==> config.mk <==
export PLATFORM = sky130hd
export DESIGN_NAME = bus_wait_gen
export DESIGN_NICKNAME = d
export VERILOG_FILES = /design/src/rtl/wsg_pkg.sv /design/src/rtl/wsg_cfg_reg.sv /design/src/rtl/wsg_region_table.sv /design/src/rtl/wsg_stall_ctr.sv /design/src/rtl/bus_wait_gen.sv
export SDC_FILE = /design/constraint.sdc
export NUM_CORES = 1
export LEC_CHECK = 0
export BUFFER_PORTS_ARGS = -buffer_cell sky130_fd_sc_hd__buf_2
export CAP_MARGIN = 20
export CELL_PAD_IN_SITES_DETAIL_PLACEMENT = 0
export CELL_PAD_IN_SITES_GLOBAL_PLACEMENT = 1
export CORE_ASPECT_RATIO = 0.7
export CORE_MARGIN = 5
export CORE_UTILIZATION = 37
export CTS_CLUSTER_DIAMETER = 80
export DETAILED_ROUTE_END_ITERATION = 12
export GPL_TIMING_DRIVEN = 0
export PLACE_DENSITY = 0.95
export SYNTH_ARGS = -nofsm -noshare
export SYNTH_HDL_FRONTEND = slang
export SYNTH_SLANG_ARGS = --single-unit
==> constraint.sdc <==
create_clock -name clk -period 11.49 [get_ports clk]
set_input_delay 0 -clock clk [delete_from_list [all_inputs] [get_ports clk]]
set_output_delay 0 -clock clk [all_outputs]
set_load 0.05 [all_outputs]
==> src/rtl/wsg_pkg.sv <==
// Package: shared types and code maps for the bus wait-state generator.
// Assumes 16-bit waits never exceed 8, so 4 bits hold them and 5 bits
// hold any derived 32-bit cost (at most 8 + 8 + 1 = 17).
package wsg_pkg;

    localparam int T16_W = 4;
    localparam int T32_W = T16_W + 1;

    // One cartridge window's decoded 16-bit timing.
    typedef struct packed {
        logic [T16_W-1:0] nseq;
        logic [T16_W-1:0] seq;
    } wait_pair_t;

    // Full cost set for one region, all four access kinds.
    typedef struct packed {
        logic [T32_W-1:0] n16;
        logic [T32_W-1:0] s16;
        logic [T32_W-1:0] n32;
        logic [T32_W-1:0] s32;
    } cost_t;

    // Access kind built from {wide, seq}.
    typedef enum logic [1:0] {
        AK_N16 = 2'b00,
        AK_S16 = 2'b01,
        AK_N32 = 2'b10,
        AK_S32 = 2'b11
    } akind_t;

    // Non-sequential code map: 0..3 -> 4, 3, 2, 8 cycles.
    function automatic logic [T16_W-1:0] nseq_wait(input logic [1:0] code);
        case (code)
            2'd0:    return T16_W'(4);
            2'd1:    return T16_W'(3);
            2'd2:    return T16_W'(2);
            default: return T16_W'(8);
        endcase
    endfunction

    // Slow sequential wait of window w: 2 << w (2, 4, 8).
    function automatic logic [T16_W-1:0] seq_slow(input int w);
        return T16_W'(2 << w);
    endfunction

endpackage

==> src/rtl/wsg_cfg_reg.sv <==
// Module: control register and its field decode.
// Holds the timing bits of the last write and turns them into per-window
// 16-bit waits plus the save-memory wait. Reset value 0 yields the
// power-on timings. Bits 11-13 and 15 are stored nowhere.
module wsg_cfg_reg
    import wsg_pkg::*;
#(
    parameter int CFG_W    = 16,
    parameter int NUM_WIN  = 3,
    parameter int WIN_LSB  = 2,
    parameter int WIN_SPAN = 3,
    parameter int PF_BIT   = 14
) (
    input  logic                           clk,
    input  logic                           rst_n,
    input  logic                           we_i,
    input  logic [CFG_W-1:0]               wdata_i,
    output wait_pair_t [NUM_WIN-1:0]       win_o,
    output logic [T16_W-1:0]               save_o,
    output logic                           pf_en_o
);
    localparam int USED_W = WIN_LSB + WIN_SPAN * NUM_WIN;

    logic [USED_W-1:0] tim_q;
    logic              pfe_q;

    // Capture timing fields and prefetch enable on a write.
    always_ff @(posedge clk) begin
        if (!rst_n) begin
            tim_q <= '0;
            pfe_q <= 1'b0;
        end else if (we_i) begin
            tim_q <= wdata_i[USED_W-1:0];
            pfe_q <= wdata_i[PF_BIT];
        end
    end

    // Decode each window's pair of 16-bit waits.
    for (genvar w = 0; w < NUM_WIN; w++) begin : g_win
        localparam int LSB = WIN_LSB + WIN_SPAN * w;
        assign win_o[w].nseq = nseq_wait(tim_q[LSB +: 2]);
        assign win_o[w].seq  = tim_q[LSB + 2] ? T16_W'(1) : seq_slow(w);
    end

    assign save_o  = nseq_wait(tim_q[1:0]);
    assign pf_en_o = pfe_q;

    // prefetch enable follows the written bit one cycle later.
    a_r12_pf_follow: assert property (@(posedge clk) disable iff (!rst_n)
        we_i |=> pf_en_o == $past(wdata_i[PF_BIT]));

    // with no write, the decoded window timing holds still.
    a_r2_win_hold: assert property (@(posedge clk) disable iff (!rst_n)
        !we_i |=> $stable(win_o) && $stable(save_o));

endmodule

==> src/rtl/wsg_region_table.sv <==
// Module: per-region cost lookup.
// Maps a region code to its four wait costs. Fixed regions come from
// parameters; cartridge pairs and the save region come from the decoded
// control fields. Assumes FIRST_CART is even so each pair shares bit 0.
module wsg_region_table
    import wsg_pkg::*;
#(
    parameter int REGION_W    = 8,
    parameter int NUM_WIN     = 3,
    parameter int FIRST_CART  = 8,
    parameter int SAVE_REGION = 14,
    parameter int SLOW_REGION = 2,
    parameter int SLOW_NSEQ   = 2,
    parameter int SLOW_SEQ    = 2
) (
    input  logic [REGION_W-1:0]       region_i,
    input  wait_pair_t [NUM_WIN-1:0]  win_i,
    input  logic [T16_W-1:0]          save_i,
    output cost_t                     cost_o
);
    localparam int LIVE_LIMIT = SAVE_REGION + 1;
    localparam int PAIR_BASE  = FIRST_CART / 2;

    logic [T16_W-1:0] n16;
    logic [T16_W-1:0] s16;
    logic             live;

    // Pick the 16-bit pair for the region.
    always_comb begin
        n16  = '0;
        s16  = '0;
        live = region_i < REGION_W'(LIVE_LIMIT);
        if (region_i == REGION_W'(SLOW_REGION)) begin
            n16 = T16_W'(SLOW_NSEQ);
            s16 = T16_W'(SLOW_SEQ);
        end
        if (region_i == REGION_W'(SAVE_REGION)) begin
            n16 = save_i;
            s16 = save_i;
        end
        for (int w = 0; w < NUM_WIN; w++) begin
            if (region_i[REGION_W-1:1] == (REGION_W-1)'(PAIR_BASE + w)) begin
                n16 = win_i[w].nseq;
                s16 = win_i[w].seq;
            end
        end
    end

    // Widen the 16-bit pair and derive the 32-bit costs.
    always_comb begin
        cost_o.n16 = {1'b0, n16};
        cost_o.s16 = {1'b0, s16};
        cost_o.n32 = live ? ({1'b0, n16} + {1'b0, s16} + T32_W'(1)) : '0;
        cost_o.s32 = live ? ({s16, 1'b0} + T32_W'(1)) : '0;
    end

endmodule

==> src/rtl/wsg_stall_ctr.sv <==
// Module: stall counter driving the ready line.
// A request with a non-zero wait starts a countdown; ready stays low for
// exactly that many cycles. Assumes the requester holds req_valid and
// its address steady until it sees ready.
module wsg_stall_ctr #(
    parameter int WAIT_W = 5
) (
    input  logic              clk,
    input  logic              rst_n,
    input  logic              req_valid_i,
    input  logic [WAIT_W-1:0] wait_i,
    output logic              ready_o
);
    logic              busy_q;
    logic [WAIT_W-1:0] cnt_q;

    // Ready: idle paths answer at once, busy path waits for the count.
    assign ready_o = busy_q ? (cnt_q == '0) : (!req_valid_i || wait_i == '0);

    // Load on a costly request, count down while busy.
    always_ff @(posedge clk) begin
        if (!rst_n) begin
            busy_q <= 1'b0;
            cnt_q  <= '0;
        end else if (busy_q) begin
            if (cnt_q == '0) begin
                busy_q <= 1'b0;
            end else begin
                cnt_q <= cnt_q - 1'b1;
            end
        end else if (req_valid_i && wait_i != '0) begin
            busy_q <= 1'b1;
            cnt_q  <= wait_i - 1'b1;
        end
    end

    // a costly request starts the count at wait - 1.
    a_r9_load: assert property (@(posedge clk) disable iff (!rst_n)
        !busy_q && req_valid_i && wait_i != '0 |=> busy_q && cnt_q == WAIT_W'($past(wait_i) - 1'b1));

    // the count falls by one each busy cycle.
    a_r9_countdown: assert property (@(posedge clk) disable iff (!rst_n)
        busy_q && cnt_q != '0 |=> busy_q && cnt_q == WAIT_W'($past(cnt_q) - 1'b1));

    // once ready is given, the stall is over.
    a_r9_release: assert property (@(posedge clk) disable iff (!rst_n)
        busy_q && ready_o |=> !busy_q);

    // a zero-wait request is never stalled.
    a_r8_no_stall: assert property (@(posedge clk) disable iff (!rst_n)
        !busy_q && req_valid_i && wait_i == '0 |=> !busy_q);

endmodule

==> src/rtl/bus_wait_gen.sv <==
// Module: top of the bus wait-state generator.
// Looks up the presented request's cost, stalls it through the counter,
// and tracks the active code region for the prefetch cost outputs.
// Assumes the region code is the top byte of the address.
module bus_wait_gen
    import wsg_pkg::*;
#(
    parameter int ADDR_W   = 32,
    parameter int REGION_W = 8,
    parameter int CFG_W    = 16,
    parameter int NUM_WIN  = 3
) (
    input  logic              clk,
    input  logic              rst_n,
    input  logic              cfg_we,
    input  logic [CFG_W-1:0]  cfg_wdata,
    input  logic              req_valid,
    input  logic [ADDR_W-1:0] req_addr,
    input  logic              req_seq,
    input  logic              req_wide,
    output logic              req_ready,
    output logic [T32_W-1:0]  req_wait,
    input  logic              fetch_set,
    input  logic [ADDR_W-1:0] fetch_addr,
    output logic [T32_W-1:0]  pf_cost16,
    output logic [T32_W-1:0]  pf_cost32,
    output logic              pf_en
);
    localparam int REG_LSB   = ADDR_W - REGION_W;
    localparam int LIVE_LAST = 14;

    wait_pair_t [NUM_WIN-1:0] win;
    logic [T16_W-1:0]         save_w;
    logic [REGION_W-1:0]      req_region;
    logic [REGION_W-1:0]      act_q;
    cost_t                    req_cost;
    cost_t                    pf_cost;
    akind_t                   kind;
    logic                     addr_unused;

    assign req_region  = req_addr[ADDR_W-1:REG_LSB];
    assign kind        = akind_t'({req_wide, req_seq});
    assign addr_unused = ^{req_addr[REG_LSB-1:0], fetch_addr[REG_LSB-1:0]};

    wsg_cfg_reg #(
        .CFG_W   (CFG_W),
        .NUM_WIN (NUM_WIN)
    ) cfg_i (
        .clk     (clk),
        .rst_n   (rst_n),
        .we_i    (cfg_we),
        .wdata_i (cfg_wdata),
        .win_o   (win),
        .save_o  (save_w),
        .pf_en_o (pf_en)
    );

    wsg_region_table #(
        .REGION_W    (REGION_W),
        .NUM_WIN     (NUM_WIN),
        .SAVE_REGION (LIVE_LAST)
    ) req_tab_i (
        .region_i (req_region),
        .win_i    (win),
        .save_i   (save_w),
        .cost_o   (req_cost)
    );

    wsg_region_table #(
        .REGION_W    (REGION_W),
        .NUM_WIN     (NUM_WIN),
        .SAVE_REGION (LIVE_LAST)
    ) pf_tab_i (
        .region_i (act_q),
        .win_i    (win),
        .save_i   (save_w),
        .cost_o   (pf_cost)
    );

    // Select the cost for the request's access kind.
    always_comb begin
        case (kind)
            AK_N16:  req_wait = req_cost.n16;
            AK_S16:  req_wait = req_cost.s16;
            AK_N32:  req_wait = req_cost.n32;
            default: req_wait = req_cost.s32;
        endcase
    end

    // Track the region code is fetched from.
    always_ff @(posedge clk) begin
        if (!rst_n) begin
            act_q <= '0;
        end else if (fetch_set) begin
            act_q <= fetch_addr[ADDR_W-1:REG_LSB];
        end
    end

    assign pf_cost16 = pf_cost.n16;
    assign pf_cost32 = pf_cost.n32;

    wsg_stall_ctr #(
        .WAIT_W (T32_W)
    ) stall_i (
        .clk         (clk),
        .rst_n       (rst_n),
        .req_valid_i (req_valid),
        .wait_i      (req_wait),
        .ready_o     (req_ready)
    );

    // region codes past the table cost nothing.
    a_r1_upper_free: assert property (@(posedge clk) disable iff (!rst_n)
        req_region > REGION_W'(LIVE_LAST) |-> req_wait == '0);

    // a fetch_set loads the active region from the fetch address.
    a_r10_track: assert property (@(posedge clk) disable iff (!rst_n)
        fetch_set |=> act_q == $past(fetch_addr[ADDR_W-1:REG_LSB]));

    // without fetch_set the active region does not move.
    a_r11_keep: assert property (@(posedge clk) disable iff (!rst_n)
        !fetch_set |=> $stable(act_q));

endmodule

==> run metrics <==
status=finished, final reports clean; Die Ht=79.4 um; Top FF cell, synth=dfxtp_1; Least-Margin Pin Slew=1.03 ns; GRT Total Usage=0.157; final net count=486; first-iteration detailed-routing DRC count=117; Yosys cell types=64; Setup Skew=0.00823 ns; Async S/R FF share, synth=0; die area=8660 um2; Max stage delay on crit path=0.79 ns; hold_ws=0.000851 ns; total setup buffers inserted after CTS=0; largest area contributor in the netlist=dfxtp_1; io pins=104; floorplan core area=6730 um2; Ys Warns=0; Max IR drop VDD=0.0726 mV; Worst setup SP type=register; vias in the first global route=2341; Clk pwr share=0.253; CTS HTree Levels=1; DRC viols=0; Horiz. Die Dim=109 um; Ant. Diodes=0; sw power=73.4 uW; Net Sw Frac=0.322; CP max FO=6; cts hold-fix bufs=10; vias per cell=5.26; Worst Path Arrival=4.84 ns; #FFs+latches synth=26; post-route clock period utilization=0.407; Mapped Area=2540 um2; first-pass GRT wire length=11100 um; leakage power=0.00143 uW; antenna-violating nets left=0; GR Overflow Total=0; largest cells by area after synthesis=dfxtp_1 20%, ha_1 10%, mux2i_1 9.8%, nor2b_1 9.1%, inv_1 3.8%; Avg Cell Area, Syn=8.12 um2; DR vias=2466; drt wl/cell=14.3 um; initial core utilization=0.378; TritonRoute pass-1 iters=4; Tmin final=4.67 ns; post-synth top area share=0.205; port bufs=47; clk slew on worst S/H paths=0.09 ns; RSZ-0062 raised after global routing=no; post-CTS resize count=0; crit path kind=register to register; CP required=11.65 ns; Area Growth Syn to Fin=20.2%; fill cell count=674; Final Max Slew Viols=0; Max-Cap Viols=0; Slowest-stage cell, CP=a222oi_1; pwr dens=74.7 nW/um2; clock latency on the worst-skew pair=0.27 ns; Post-synth EDFFs=0; Final Hold Fails=0; fraction of layout instances using a drive strength above 1=0.189; cells after synthesis=313; initial antenna violation count=0; Max Fclk=214 MHz; pin count of the biggest net entering global routing=15; post-synth net total=423; # clock sinks=26; max_slew headroom=0.316; CTS Buffer Depth=2; Logic pwr share=0.307; Placed Instances=454; FP Rows=25; sequential share of power=0.440; sequential element share of the synthesized area=0.205; Setup crit end kind=register; worst path cell trace=ha_1 > nand3b_1 > and3_1 > or4_1 > ha_1 > inv_1 > fa_1 > a22o_1 > a222oi_1 > inv_1 > mux2i_1 > ha_1 > inv_1 > o211a_1 > o41a_1; TNS Setup=0 ns; Int Pwr=155 uW; CTS tree=built; non-filler cells in the finished layout=469; gpl congestion=0.900; routed wire length=6720 um; Final setup viols=0; clock root buffer=clkbuf_8; post-detail-place hpwl=5500 um; Hold WC Path Type=input pin to register; CTS Buf Count=3
==> power groups by stage <==
stage / Sequential [uW] / Clock (uW) / Combinational, uW
6_report: 100 / 57.8 / 70.2
3_3_place_gp: 102 / 0 / 66.1
5_1_grt: 101 / 63.1 / 77.6
2_1_floorplan: 101 / 0 / 47.7
4_1_cts: 100 / 58.9 / 70.0
3_5_place_dp: 103 / 0 / 67.1
==> sequential cells by signal, indices dropped and copies added (netlist names) <==
register and count:
cfg_i.tim_q 11, act_q 8, stall_i.cnt_q 5, cfg_i.pf_en_o 1, stall_i.busy_q 1
==> through the flow <==
step	instance area, um2	setup WS (ns)	total power, uW	util
floorplan	2540	7.16	149	-
global placement	2900	6.92	168	0.431
detailed placement	2900	6.90	170	0.431
CTS	3050	6.87	229	0.454
global route	3060	6.56	242	0.454
finish	3060	6.82	228	0.454
==> critical path, delay by kind of cell (launching register included) <==
| kind | cells | cell delay, ns |
|---|---|---|
| mux | 1 | 0.20 |
| fa+ha+maj | 4 | 1.17 |
| flops | 1 | 0.39 |
| compound gates | 4 | 1.64 |
| buf+inv | 3 | 0.34 |
| simple gates | 3 | 0.84 |
==> metal layers <==
layer  vias to the layer above  wire, um  GRT usage
met5                         -         0          0
met4                         0        37     0.0265
met3                         4       425     0.0171
met2                        72      2830      0.231
met1                      1147      3430      0.244
li1                       1243         -          -
==> final timing paths <==
| path | start | endpoint | slack (ns) | depth (start not counted) |
|---|---|---|---|---|
| setup / recovery | cfg_i.tim_q[0] | stall_i.cnt_q[4] | 6.82 | 15 |
| hold / removal | cfg_wdata[14] | cfg_i.pf_en_o | 0.0009 | 3 |
| hold reg to reg | stall_i.cnt_q[3] | stall_i.cnt_q[3] | 0.49 | 2 |
| setup reg to reg | cfg_i.tim_q[0] | stall_i.cnt_q[4] | 6.82 | 15 |
==> cells in the mapped netlist, drive strengths merged (2+ instances only) <==
cell    number
and2         6
mux2i       25
nand4        3
o31a         2
nand3        7
mux4         2
nand2b       5
xor2         2
o21ai        8
mux2         3
nand4b       3
a31oi        3
o31ai        4
and3b        2
nand3b       7
nor2b       37
and3         6
inv         26
fa           2
or2          2
ha          21
a211oi       7
nand2       17
a211o        2
nor2        19
or4          2
nor3         6
buf          8
a21oi       10
dfxtp       26
clkbuf       9
o211a        2
a21o         3
nor4         2
==> area by class of cell <==
| type | instances | area (um2) | area share |
|---|---|---|---|
| sequential | 26 | 520 | 0.170 |
| tap | 94 | 118 | 0.0385 |
| buffer | 17 | 77.6 | 0.0254 |
| timing repair buffer | 58 | 340 | 0.111 |
| clock buffer | 4 | 55.1 | 0.0180 |
| multi-input combinational | 244 | 1850 | 0.604 |
| inverter | 26 | 97.6 | 0.0319 |
==> cell usage in the layout (no fill, tap or decap), types with 6 or more instances in the layout <==
master | netlist | routed
a211oi_1 | 6 | 6
a21oi_1 | 10 | 10
and3_1 | 6 | 6
buf_2 | 5 | 53
clkbuf_1 | 9 | 9
dfxtp_1 | 26 | 26
dlygate4sd3_1 | 0 | 10
ha_1 | 21 | 21
inv_1 | 26 | 26
mux2i_1 | 25 | 25
nand2_1 | 17 | 17
nand3_1 | 7 | 7
nand3b_1 | 7 | 7
nor2_1 | 19 | 19
nor2b_1 | 37 | 37
nor3_1 | 6 | 6
o21ai_0 | 7 | 7
==> kinds of logic after synthesis <==
logic type | count (synthesis) | share of synthesized area
xor gates and xnor gates | 3 | 0.0103
other | 1 | 0.00147
adders and majority gates | 23 | 0.119
muxes | 30 | 0.129
DFF | 26 | 0.205
and+or+nand+nor | 127 | 0.282
buffers and inverters | 43 | 0.0689
AOI/OAI and AO/OA | 60 | 0.184
(Power assumes the default switching activity.)
